--- src/rtl/raster_timer.sv ---
module raster_timer #(
  parameter int DOTS_PER_LINE   = 341,
  parameter int LINES_PER_FRAME = 262,
  parameter int VBLANK_LINE     = 225,
  parameter int HBLANK_START    = 289,
  parameter int HBLANK_END      = 21,
  parameter int FRAME_W         = 16,
  parameter logic [15:0] IRQ_EN_ADDR = 16'h4200,
  parameter logic [15:0] STAT_A_ADDR = 16'h4210,
  parameter logic [15:0] STAT_B_ADDR = 16'h4212
) (
  input  logic               clk,
  input  logic               rst_n,
  input  logic               dot_en,
  input  logic               wr_en,
  input  logic [15:0]        wr_addr,
  input  logic [7:0]         wr_data,
  input  logic [15:0]        rd_addr,
  output logic [7:0]         rd_data,
  output logic [8:0]         dot,
  output logic [8:0]         line,
  output logic [FRAME_W-1:0] frame,
  output logic               irq,
  output logic               frame_end
);
  localparam logic [8:0] DOT_LAST  = 9'(DOTS_PER_LINE - 1);
  localparam logic [8:0] LINE_LAST = 9'(LINES_PER_FRAME - 1);
  localparam logic [8:0] VB_LINE   = 9'(VBLANK_LINE);
  localparam logic [8:0] HB_START  = 9'(HBLANK_START);
  localparam logic [8:0] HB_END    = 9'(HBLANK_END);

  logic       vb_flag, irq_en;
  logic       line_end, frame_wrap;
  logic [8:0] line_nxt;
  logic       vblank, hblank;

  assign line_end   = dot_en && (dot == DOT_LAST);
  assign frame_wrap = line_end && (line == LINE_LAST);
  assign line_nxt   = frame_wrap ? 9'd0 : line + 9'd1;

  always_ff @(posedge clk) begin
    if (!rst_n) begin
      dot       <= '0;
      line      <= '0;
      frame     <= '0;
      vb_flag   <= 1'b0;
      irq_en    <= 1'b0;
      irq       <= 1'b0;
      frame_end <= 1'b0;
    end else begin
      irq       <= 1'b0;
      frame_end <= 1'b0;
      if (wr_en && wr_addr == IRQ_EN_ADDR)
        irq_en <= wr_data[7];
      if (dot_en)
        dot <= line_end ? 9'd0 : dot + 9'd1;
      if (line_end) begin
        line <= line_nxt;
        if (frame_wrap) begin
          frame   <= frame + 1'b1;
          vb_flag <= 1'b0;
        end else if (line_nxt == VB_LINE) begin
          vb_flag   <= 1'b1;
          frame_end <= 1'b1;
          irq       <= irq_en;
        end
      end
    end
  end

  assign vblank = line >= VB_LINE;
  assign hblank = (dot >= HB_START) || (dot <= HB_END);

  always_comb begin
    rd_data = 8'h00;
    if (rd_addr == STAT_A_ADDR)
      rd_data = {vb_flag, rd_addr[14:12], 4'h0};
    else if (rd_addr == STAT_B_ADDR)
      rd_data = {vblank, hblank, 6'h00};
  end
endmodule


--- config.mk ---
export PLATFORM = sky130hd
export DESIGN_NAME = raster_timer
export DESIGN_NICKNAME = d
export VERILOG_FILES = /design/src/rtl/raster_timer.sv
export SDC_FILE = /design/constraint.sdc
export NUM_CORES = 1
export LEC_CHECK = 0
export BUFFER_PORTS_ARGS = -buffer_cell sky130_fd_sc_hd__buf_2
export CELL_PAD_IN_SITES_DETAIL_PLACEMENT = 2
export CELL_PAD_IN_SITES_GLOBAL_PLACEMENT = 2
export CORE_ASPECT_RATIO = 2
export CORE_MARGIN = 8
export CORE_UTILIZATION = 28
export CTS_CLUSTER_DIAMETER = 120
export DETAILED_ROUTE_END_ITERATION = 8
export MAX_ROUTING_LAYER = met4
export PLACE_DENSITY = 0.94
export SYNTH_ARGS = -nofsm -noshare
export SYNTH_HDL_FRONTEND = slang
export SYNTH_SLANG_ARGS = --single-unit
--- constraint.sdc ---
create_clock -name clk -period 4.5 [get_ports clk]
set_clock_uncertainty 0.05 [all_clocks]
set_input_delay 0.9 -clock clk [delete_from_list [all_inputs] [get_ports clk]]
set_output_delay 0.9 -clock clk [all_outputs]
set_load 0.1 [all_outputs]
==> results of run 1 <==
-- Yosys cell counts (4+ instances only) --
library cell  count
xor2_1           21
a21oi_1           9
and3_1            7
nor4_1            4
clkbuf_1          5
ha_1              6
nand2_1          18
dfxtp_1          38
nand3_1           9
nand4_1          17
o21ai_0          12
buf_4             6
inv_1             5
nor2_1           29
and2_1            4
or3_1             4
nor3_1            5
-- registers in the layout, summed over array words and instances, names as in the netlist --
name / cells
irq: 1
frame: 16
irq_en: 1
vb_flag: 1
line: 9
dot: 9
frame_end: 1
-- worst max-delay path by stage --
stage / startpoint / to / slack, ns / depth (start not counted)
after floorplan: dot[0]$_SDFFE_PN0P_ / rd_data[6] / 0.34 / 6
after global placement: rd_addr[10] / rd_data[7] / 1.44 / 5
after detailed placement: rd_addr[10] / rd_data[7] / 1.38 / 5
after CTS: rd_addr[10] / rd_data[7] / 1.38 / 5
after global routing: rd_addr[10] / rd_data[7] / 1.35 / 5
final: dot[6]$_SDFFE_PN0P_ / rd_data[6] / 1.41 / 5
-- layout make-up --
| cell class | count | area [um^2] |
|---|---|---|
| Tap cell | 92 | 115.1 |
| Clock inverter | 3 | 40.04 |
| Clock buffer | 5 | 125.1 |
| Fill cell | 851 | 4526 |
| Multi-Input combinational cell | 193 | 1249 |
| Sequential cell | 38 | 760.7 |
| Timing Repair Buffer | 75 | 377.9 |
| Inverter | 5 | 18.77 |
-- cell families (layout without fill, tap and decap cells) --
family | after synthesis | count (layout) | synth area share (%)
DFF | 38 | 38 | 36.52
xor gates and xnor gates | 23 | 23 | 9.670
AOI/OAI and AO/OA | 31 | 31 | 8.889
adders and majority gates | 6 | 6 | 3.604
muxes | 3 | 3 | 1.562
and+or+nand+nor | 124 | 124 | 34.89
other | 1 | 6 | 0.1800
buffers and inverters | 19 | 88 | 4.685
-- power groups by stage --
| stage | registers, mW | clock network, mW | logic [mW] |
|---|---|---|---|
| finish | 0.341 | 0.411 | 0.0677 |
| global route | 0.341 | 0.431 | 0.0727 |
| CTS | 0.341 | 0.418 | 0.0686 |
| detailed placement | 0.348 | 0 | 0.0680 |
| global placement | 0.348 | 0 | 0.0652 |
| floorplan | 0.357 | 0 | 0.0404 |
-- metal layers --
metal  GRT usage, %  wire, um
met1          12.64      2676
met2          29.88      4361
met3          3.117       272
met4          6.554       155
met5              -         0
-- worst register-to-register path, cell delays in order (launching register included) --
cell,delay (ns)
dfxtp_1,0.39
inv_1,0.14
ha_1,0.19
nand4_1,0.16
or4_4,0.56
or3_4,0.47
nor4_4,0.35
and2_1,0.17
-- stage by stage --
step	total power, mW	cells	utilization (%)	hold slack [ns]
after detailed placement	0.4164	403	34.96	0.4068
after CTS	0.8272	411	37.25	0.4343
after global placement	0.4137	403	34.96	0.3888
after floorplan	0.3976	250	-	0.3791
final	0.8199	411	37.25	0.4343
after global routing	0.8444	411	37.25	0.4589
==> reports/results.ini, run 1 <==
[outcome]
status = completed

[job]
drv_cap = 0

[clock_tree]
cts_tree = yes
cts_htree_levels = 2
post_cts_buffers = 0
cts_root_buffer = clkbuf_16
clkSlewWorstSetupHoldPaths_ns = 0.06
clock_path_buffers = 2
cts_resized = 0
cts_inserted_buffers = 5
clk_latency_ns = 0.29
cts.sinks = 38
cts_hold_buf = 0

[timing]
period_needed_ns = 3.087
period_share_pct = 68.60
drv_slew = 0
tightest_slew_ns = 0.6957
relSlewSlack_pct = 53.57
setup_tns_ns = 0
setup_ws_ns = 1.413
rsz0062_at_grt = no
setup_viol = 0
timing.fmax_mhz = 323.9
hold_viol_final = 0

[layout]
nNetsFinal = 368
n_antenna_cell = 0
drive_gt1_share_pct = 29.47
final_common_cell = buf_2
final_cell_mix = buf_2, dfxtp_1, nor2_1
fin_area_mm2 = 0.002686
area_growth_pct = 28.95

[floorplanning]
std_cell_rows = 44
die_width_um = 76.99
core_area_mm2 = 0.007212
die_area_mm2 = 0.01062
start_util_pct = 28.89
ios = 88
die_height_um = 138.0

[critical_path]
critPathRequiredTime_ns = 3.55
reg2reg_slack_ns = 1.95
crit_path_start_kind = register
cp_slowest_cell = or4_1
path_class = reg2out
crit_chain = or4_1 -> a21oi_1 -> o21ai_0 -> a21oi_1 -> buf_2
rr_worst_depth = 7
path_buf_inv = 1
r2r-end = irq$_SDFF_PP0_
worst_ep_arrival_time_ns = 2.14
max_stage_delay_ns = 0.56
cp_max_fo = 9
path_common_cell = a21oi_1
crit_path_end_kind = output port
reg2reg_from = dot[0]$_SDFFE_PN0P_
path_delay_family = simple AND/OR/NAND/NOR gates

[routing]
viasPerCell = 5.080
wl_per_cell_um = 18.17
drt_first_pass_iters = 4
drtIter0Drc = 107
via_count = 2088
drc = 0
wirelength_um = 7466
ant_nets = 0

[hold_path]
hold_path.class = reg2reg
min_to = irq$_SDFF_PP0_
min_from = irq_en$_SDFFE_PN0P_
holdPathStages = 1

[power]
pwr-share-seq_pct = 41.6
clkPwrFrac_pct = 50.2
power_frac_comb_pct = 8.3
intPower_uw = 615.2
p_leak_nw = 1.198
cellPowerDensity_mw_per_mm2 = 305.2
peakVddDrop_mv = 0.1543
switchingPower_uw = 204.7
p_sw_share_pct = 24.97

[yosys]
synth-edff-count = 0
async_flop_share_pct = 0
yosys.area.top_type_share_pct = 36.52
seq_area_frac_synth_pct = 36.52
synth.area.top_cells = dfxtp_1, xor2_1, nor2_1
syn_avg_cell_area_um2 = 8.503
ys.flop_type = dfxtp_1
yosysTopAreaCell = dfxtp_1
syn-instance-count = 245
syn_area_mm2 = 0.002083
ys_types = 49
synth_seq_cells = 38
ys_warn_count = 0

[global_route]
antenna_found_initial = 0
grt_max_degree = 24
grt_pass1_wl_um = 12180
gr-total-overflow = 0
grt_pass1_vias = 2461
track_usage_pct = 14.85

[place]
hpwlAfterDp_um = 5841
place_congestion = 0.7473
portBuffers = 74
place_area_mm2 = 0.002521
dp_slack_ns = 1.384

Note: power is estimated with default switching activity, not from simulation.
==> inputs of run 2 (changes only) <==
Settings changed: CORE_UTILIZATION 28 to 24, PLACE_DENSITY 0.94 to 0.86.
Clock period 4.5 ns to 2.7 ns, I/O delays scaled along.
==> run 2 against run 1 <==
  * Largest cell class unchanged
  * Highest routed layer unchanged
  * Sequential power grew 66%
  * Non-clock buffer count up 6
  * Cell count grew 3.2%
  * Sequential share of layout area decreased by 0.20 points
  * Clock-buffer cell count stayed put
  * Setup slack worse by 1.2 ns
  * Routed wire length rose by 2.6%
  * Total power up 53%
  * Worst hold slack worse by 0.0047 ns
  * Clock power is 39% higher
  * Via count up 2.7%
  * Die area rose by 14%
==> reports/results.ini, run 2 (synthesized netlist as in run 1, its figures left out) <==
[timing]
period_share_pct = 90.97
rsz0062_at_grt = no  ; unchanged
setup_viol = 0  ; unchanged
drv_slew = 0  ; unchanged
timing.fmax_mhz = 407.1
setup_ws_ns = 0.2437  ; was 1.413 ns
timing.hold.ws_ns = 0.4296  ; was 0.4343 ns
period_needed_ns = 2.456
hold_viol_final = 0  ; unchanged
setup_tns_ns = 0  ; unchanged

[routing]
ant_nets = 0  ; unchanged
drtIter0Drc = 59  ; was 107
via_count = 2144  ; was 2088
viasPerCell = 5.057  ; was 5.080
drt_first_pass_iters = 4  ; unchanged
wirelength_um = 7663  ; was 7466 um
drc = 0  ; unchanged
wl_per_cell_um = 18.07  ; was 18.17 um

[layout]
final_cell_mix = buf_2, nor2_1, dfxtp_1  ; was buf_2, dfxtp_1, nor2_1
fillCellCount = 986  ; was 851
fin_area_mm2 = 0.002781  ; was 0.002686 mm^2
largest_reg_flops = 16  ; unchanged
nNetsFinal = 374  ; was 368
largest_register = frame  ; unchanged
n_antenna_cell = 0  ; unchanged
final_common_cell = buf_2  ; unchanged
drive_gt1_share_pct = 35.49  ; was 29.47%
seqCellArea_um2 = 782.0  ; was 760.7 um^2
fin_util_pct = 32.61  ; was 37.25%
multiInputGateArea_mm2 = 0.001267  ; was 0.001249 mm^2
stdcell_count = 424  ; was 411
largestRegisters = frame: 16 flops, dot: 9 flops, line: 9 flops  ; unchanged
area_growth_pct = 33.51  ; was 28.95%

[clock_tree]
cts_root_buffer = clkbuf_16  ; unchanged
cts_tree = yes  ; unchanged
clock_path_buffers = 2  ; unchanged
cts_hold_buf = 0  ; unchanged
post_cts_buffers = 0  ; unchanged
cts_resized = 0  ; unchanged
cts.sinks = 38  ; unchanged
clkSlewWorstSetupHoldPaths_ns = 0.06  ; about the same
cts_htree_levels = 2  ; unchanged
cts_inserted_buffers = 5  ; unchanged
clk_latency_ns = 0.29  ; about the same

[global_route]
antenna_found_initial = 0  ; unchanged
grt_max_degree = 23  ; was 24
grt_pass1_wl_um = 12330  ; was 12180 um
gr-total-overflow = 0  ; unchanged
grt_pass1_vias = 2456  ; was 2461
track_usage_pct = 13.33  ; was 14.85%

[floorplanning]
die_width_um = 81.88  ; was 76.99 um
core_area_mm2 = 0.008528  ; was 0.007212 mm^2
start_util_pct = 24.43  ; was 28.89%
std_cell_rows = 48  ; was 44
die_height_um = 147.8  ; was 138.0 um
ios = 88  ; unchanged
die_area_mm2 = 0.01210  ; was 0.01062 mm^2

[critical_path]
rr_worst_depth = 7  ; unchanged
crit_path_start_kind = register  ; unchanged
path_class = reg2out  ; unchanged
reg2reg_slack_ns = 0.29  ; was 1.95 ns
reg2reg_from = line[1]$_SDFFE_PN0N_  ; was dot[0]$_SDFFE_PN0P_
critPathRequiredTime_ns = 2.11  ; was 3.55 ns
cp-endpoint = rd_data[6]  ; unchanged
cp_max_fo = 8  ; was 9
crit_path_end_kind = output port  ; unchanged
setup.worst_path.start = dot[0]$_SDFFE_PN0P_  ; was dot[6]$_SDFFE_PN0P_
r2r-end = frame[10]$_SDFFE_PN0P_  ; was irq$_SDFF_PP0_
worst_ep_arrival_time_ns = 1.87  ; was 2.14 ns

[power]
p_total_mw = 1.257  ; was 819.9 uW
p_leak_nw = 1.228  ; was 1.198 nW
cellPowerDensity_mw_per_mm2 = 452.0  ; was 305.2 mW/mm^2
peakVddDrop_mv = 0.2103  ; was 0.1543 mV

[place]
place_congestion = 0.7567  ; was 0.7473
place_area_mm2 = 0.002646  ; was 0.002521 mm^2
dp_slack_ns = 0.2752  ; was 1.384 ns
dp.cells = 417  ; was 403
hpwlAfterDp_um = 6214  ; was 5841 um
portBuffers = 74  ; unchanged

[hold_path]
hold_path.class = reg2reg  ; unchanged

[outcome]
status = completed  ; unchanged

[job]
drv_cap = 0  ; unchanged

run 2: layout make-up:
class / count / area share, %
clock buffer: 5 / 4.498
clock inverter: 2 / 0.3599
inverter: 5 / 0.6748
multi-input combinational: 193 / 45.57
sequential: 38 / 28.12
tap: 100 / 4.498
timing repair buffer: 81 / 16.28
run 2: worst min-delay path by stage:
stage / from / end / slack, ns / cells after the start
floorplan: irq_en$_SDFFE_PN0P_ / irq$_SDFF_PP0_ / 0.38 / 1
global placement: irq_en$_SDFFE_PN0P_ / irq$_SDFF_PP0_ / 0.40 / 1
detailed placement: irq_en$_SDFFE_PN0P_ / irq$_SDFF_PP0_ / 0.41 / 1
CTS: irq_en$_SDFFE_PN0P_ / irq$_SDFF_PP0_ / 0.43 / 1
global route: frame[15]$_SDFFE_PN0P_ / frame[15]$_SDFFE_PN0P_ / 0.47 / 2
finish: irq_en$_SDFFE_PN0P_ / irq$_SDFF_PP0_ / 0.43 / 1
run 2: metal layers:
metal / global-route usage [%] / wire, um / part of all wire, % / vias up
li1: - / - / - / 1016
met1: 11.88 / 2591 / 34 / 1057
met2: 25.63 / 4587 / 60 / 58
met3: 1.642 / 296 / 3.9 / 13
met4: 6.460 / 187 / 2.4 / 0
met5: - / 0 / 0 / -
run 2: worst max-delay path, cell delays in order (launching register included):
cell,delay (ns)
dfxtp_2,0.36
ha_1,0.22
nand2b_1,0.14
o21bai_1,0.15
a21oi_1,0.09
o21ai_0,0.33
a21oi_4,0.10
buf_12,0.18
run 2: report_power, final:
| part | leakage (nW) | switching [mW] | internal [mW] |
|---|---|---|---|
| sequential | 0.314 | 0.00333 | 0.562 |
| clock | 0.0694 | 0.238 | 0.334 |
| combinational | 0.845 | 0.0866 | 0.0336 |
| total | 1.23 | 0.328 | 0.930 |
==> inputs of run 3 (changes only) <==
==> constraint.sdc (replaced) <==
create_clock -name clk -period 2.2 [get_ports clk]
set_clock_uncertainty 0.05 [all_clocks]
set_input_delay 0.33 -clock clk [delete_from_list [all_inputs] [get_ports clk]]
set_output_delay 0.33 -clock clk [all_outputs]
set_load 0.1 [all_outputs]
==> run 3 against run 2 <==
  * Cell count increased by 3.3%
  * Global-route usage decreased by 0.55 points
  * Non-clock buffer count increased by 12
  * Design area increased by 7.7%
  * Utilization increased by 2.5 points
  * Critical path depth decreased by 2
  * Setup slack got worse by 0.22 ns
  * Die area unchanged
  * Clock power increased by 23%
  * Clock-buffer cell count increased by 1
  * Flip-flop and latch count unchanged
  * Critical path type unchanged
  * Critical endpoint unchanged
  * Highest routed layer unchanged
==> reports/results.ini, run 3 (synthesized netlist as in run 1, its figures left out) <==
[outcome]
status = completed  ; unchanged

[layout]
seqCellArea_um2 = 820.8  ; was 782.0 um^2
fin_util_pct = 35.12  ; was 32.61%
n_antenna_cell = 0  ; unchanged
final_common_cell = buf_2  ; unchanged
drive_gt1_share_pct = 43.49  ; was 35.49%
largest_reg_flops = 16  ; unchanged
multiInputGateArea_mm2 = 0.001346  ; was 0.001267 mm^2
area_growth_pct = 43.78  ; was 33.51%
fillCellCount = 1003  ; was 986
largest_register = frame  ; unchanged
nNetsFinal = 387  ; was 374
final_cell_mix = buf_2, nor2_1, xor2_1  ; was buf_2, nor2_1, dfxtp_1
stdcell_count = 438  ; was 424
largestRegisters = frame: 16 flops, dot: 9 flops, line: 9 flops  ; unchanged

[clock_tree]
cts_root_buffer = clkbuf_16  ; unchanged
cts_htree_levels = 2  ; unchanged
clock_path_buffers = 2  ; unchanged
cts_tree = yes  ; unchanged
cts_inserted_buffers = 5  ; unchanged
clk_latency_ns = 0.29  ; about the same
cts.sinks = 38  ; unchanged
cts_hold_buf = 0  ; unchanged
clkSlewWorstSetupHoldPaths_ns = 0.06  ; about the same

[critical_path]
crit_path_end_kind = output port  ; unchanged
critPathRequiredTime_ns = 1.82  ; was 2.11 ns
path_delay_family = simple AND/OR/NAND/NOR gates  ; was compound AO/OA/AOI/OAI gates
worst_ep_arrival_time_ns = 1.79  ; was 1.87 ns
path_buf_inv = 1  ; unchanged
cp_max_fo = 5  ; was 8
crit_path_start_kind = register  ; unchanged
cp_slowest_cell = or4_4  ; was dfxtp_2
path_depth = 5  ; was 7
max_stage_delay_ns = 0.54  ; was 0.36 ns
path_class = reg2out  ; unchanged
rr_worst_depth = 7  ; unchanged
crit_chain = or4_4 -> a21oi_2 -> o21ai_2 -> a21oi_4 -> buf_12  ; was ha_1 -> nand2b_1 -> o21bai_1 -> a21oi_1 -> o21ai_0 -> a21oi_4 -> buf_12

[floorplanning]
ios = 88  ; unchanged
start_util_pct = 24.43  ; unchanged
die_area_mm2 = 0.01210  ; unchanged
die_width_um = 81.88  ; unchanged
std_cell_rows = 48  ; unchanged
die_height_um = 147.8  ; unchanged
core_area_mm2 = 0.008528  ; unchanged

[timing]
period_needed_ns = 2.172
hold_viol_final = 0  ; unchanged
rsz0062_at_grt = yes  ; was no
timing.fmax_mhz = 460.3
setup_viol = 0  ; unchanged
period_share_pct = 98.75
setup_ws_ns = 0.02754  ; was 0.2437 ns
drv_slew = 0  ; unchanged
setup_tns_ns = 0  ; unchanged

[global_route]
grt_pass1_vias = 2513  ; was 2456
gr-total-overflow = 0  ; unchanged
track_usage_pct = 12.78  ; was 13.33%
grt_max_degree = 23  ; unchanged
antenna_found_initial = 0  ; unchanged
grt_pass1_wl_um = 11860  ; was 12330 um

[power]
peakVddDrop_mv = 0.2496  ; was 0.2103 mV
pwr-share-seq_pct = 44.1  ; was 45.0%
clkPwrFrac_pct = 45.6  ; was 45.4%
intPower_mw = 1.137  ; was 929.5 uW
switchingPower_uw = 399.7  ; was 327.5 uW
p_sw_share_pct = 26.01  ; was 26.06%
cellPowerDensity_mw_per_mm2 = 513.0  ; was 452.0 mW/mm^2
p_leak_nw = 1.304  ; was 1.228 nW
p_total_mw = 1.537  ; was 1.257 mW
power_frac_comb_pct = 10.2  ; was 9.6%

[place]
hpwlAfterDp_um = 6065  ; was 6214 um
dp_slack_ns = 0.005699  ; was 0.2752 ns
dp.cells = 424  ; was 417
place_congestion = 0.7932  ; was 0.7567
portBuffers = 74  ; unchanged

[routing]
wl_per_cell_um = 17.58  ; was 18.07 um
drt_first_pass_iters = 4  ; unchanged
ant_nets = 0  ; unchanged
drtIter0Drc = 102  ; was 59
drc = 0  ; unchanged
wirelength_um = 7699  ; was 7663 um
via_count = 2200  ; was 2144
viasPerCell = 5.023  ; was 5.057

[hold_path]
hold_path.class = in2reg  ; was reg2reg
holdPathStages = 3  ; was 1

[job]
drv_cap = 0  ; unchanged

==> run 3: cell count changes in the layout (fill, tap and decap cells not counted), sizes merged <==
| cell | change |
|---|---|
| buf | +12 |
| clkbuf | +1 |
| or3 | +1 |
==> run 3: cell type report <==
type / count / area share, %
timing repair buffer: 93 / 18.25
sequential: 38 / 27.40
clock inverter: 2 / 0.2924
inverter: 5 / 0.6266
clock buffer: 6 / 4.302
tap: 100 / 4.177
multi-input combinational: 194 / 44.95
==> run 3: worst register-to-register path, delay by kind of cell (launching register included) <==
| kind | cells | cell delay, ns |
|---|---|---|
| adders and majority gates | 1 | 0.15 |
| and+or+nand+nor | 4 | 1.26 |
| DFF | 1 | 0.34 |
| AOI/OAI and AO/OA | 1 | 0.13 |
| buffers and inverters | 1 | 0.11 |
==> run 3: worst paths after layout <==
check | startpoint | end | slack [ns]
setup / recovery | dot[5]$_SDFFE_PN0P_ | rd_data[6] | 0.03
hold / removal | wr_data[7] | irq_en$_SDFFE_PN0P_ | 0.24
setup reg to reg | line[1]$_SDFFE_PN0N_ | frame[15]$_SDFFE_PN0P_ | 0.10
hold reg to reg | irq_en$_SDFFE_PN0P_ | irq$_SDFF_PP0_ | 0.42
==> run 3: stage by stage <==
stage | hold WS (ns) | area, um^2
after floorplan | 0.3842 | 2240
after global placement | 0.4056 | 2778
after detailed placement | 0.4135 | 2778
after CTS | 0.2387 | 2923
after global routing | 0.2548 | 2995
final | 0.2441 | 2995
==> run 3: what timing repair did <==
item                                   in CTS  in global routing
pin swaps                                   1                  8
buffers inserted                            0                  5
resized for setup                           2                  9
setup endpoints to repair                   3                  7
endpoints found under the hold margin       0                  0
gates cloned                                0                  1
==> run 3: per-layer routing <==
| metal | GRT usage, % | up-vias | wire length, um |
|---|---|---|---|
| met5 | - | - | 0 |
| met4 | 6.106 | 0 | 244 |
| met3 | 2.068 | 17 | 262 |
| met2 | 24.39 | 58 | 4507 |
| met1 | 11.29 | 1072 | 2684 |
| li1 | - | 1053 | - |
==> run 3: power groups by stage <==
stage | registers (mW) | clock network [mW] | logic [mW]
CTS | 0.679 | 0.725 | 0.154
detailed placement | 0.694 | 0 | 0.153
finish | 0.678 | 0.701 | 0.157
global route | 0.678 | 0.752 | 0.168
global placement | 0.694 | 0 | 0.148
floorplan | 0.717 | 0 | 0.0830
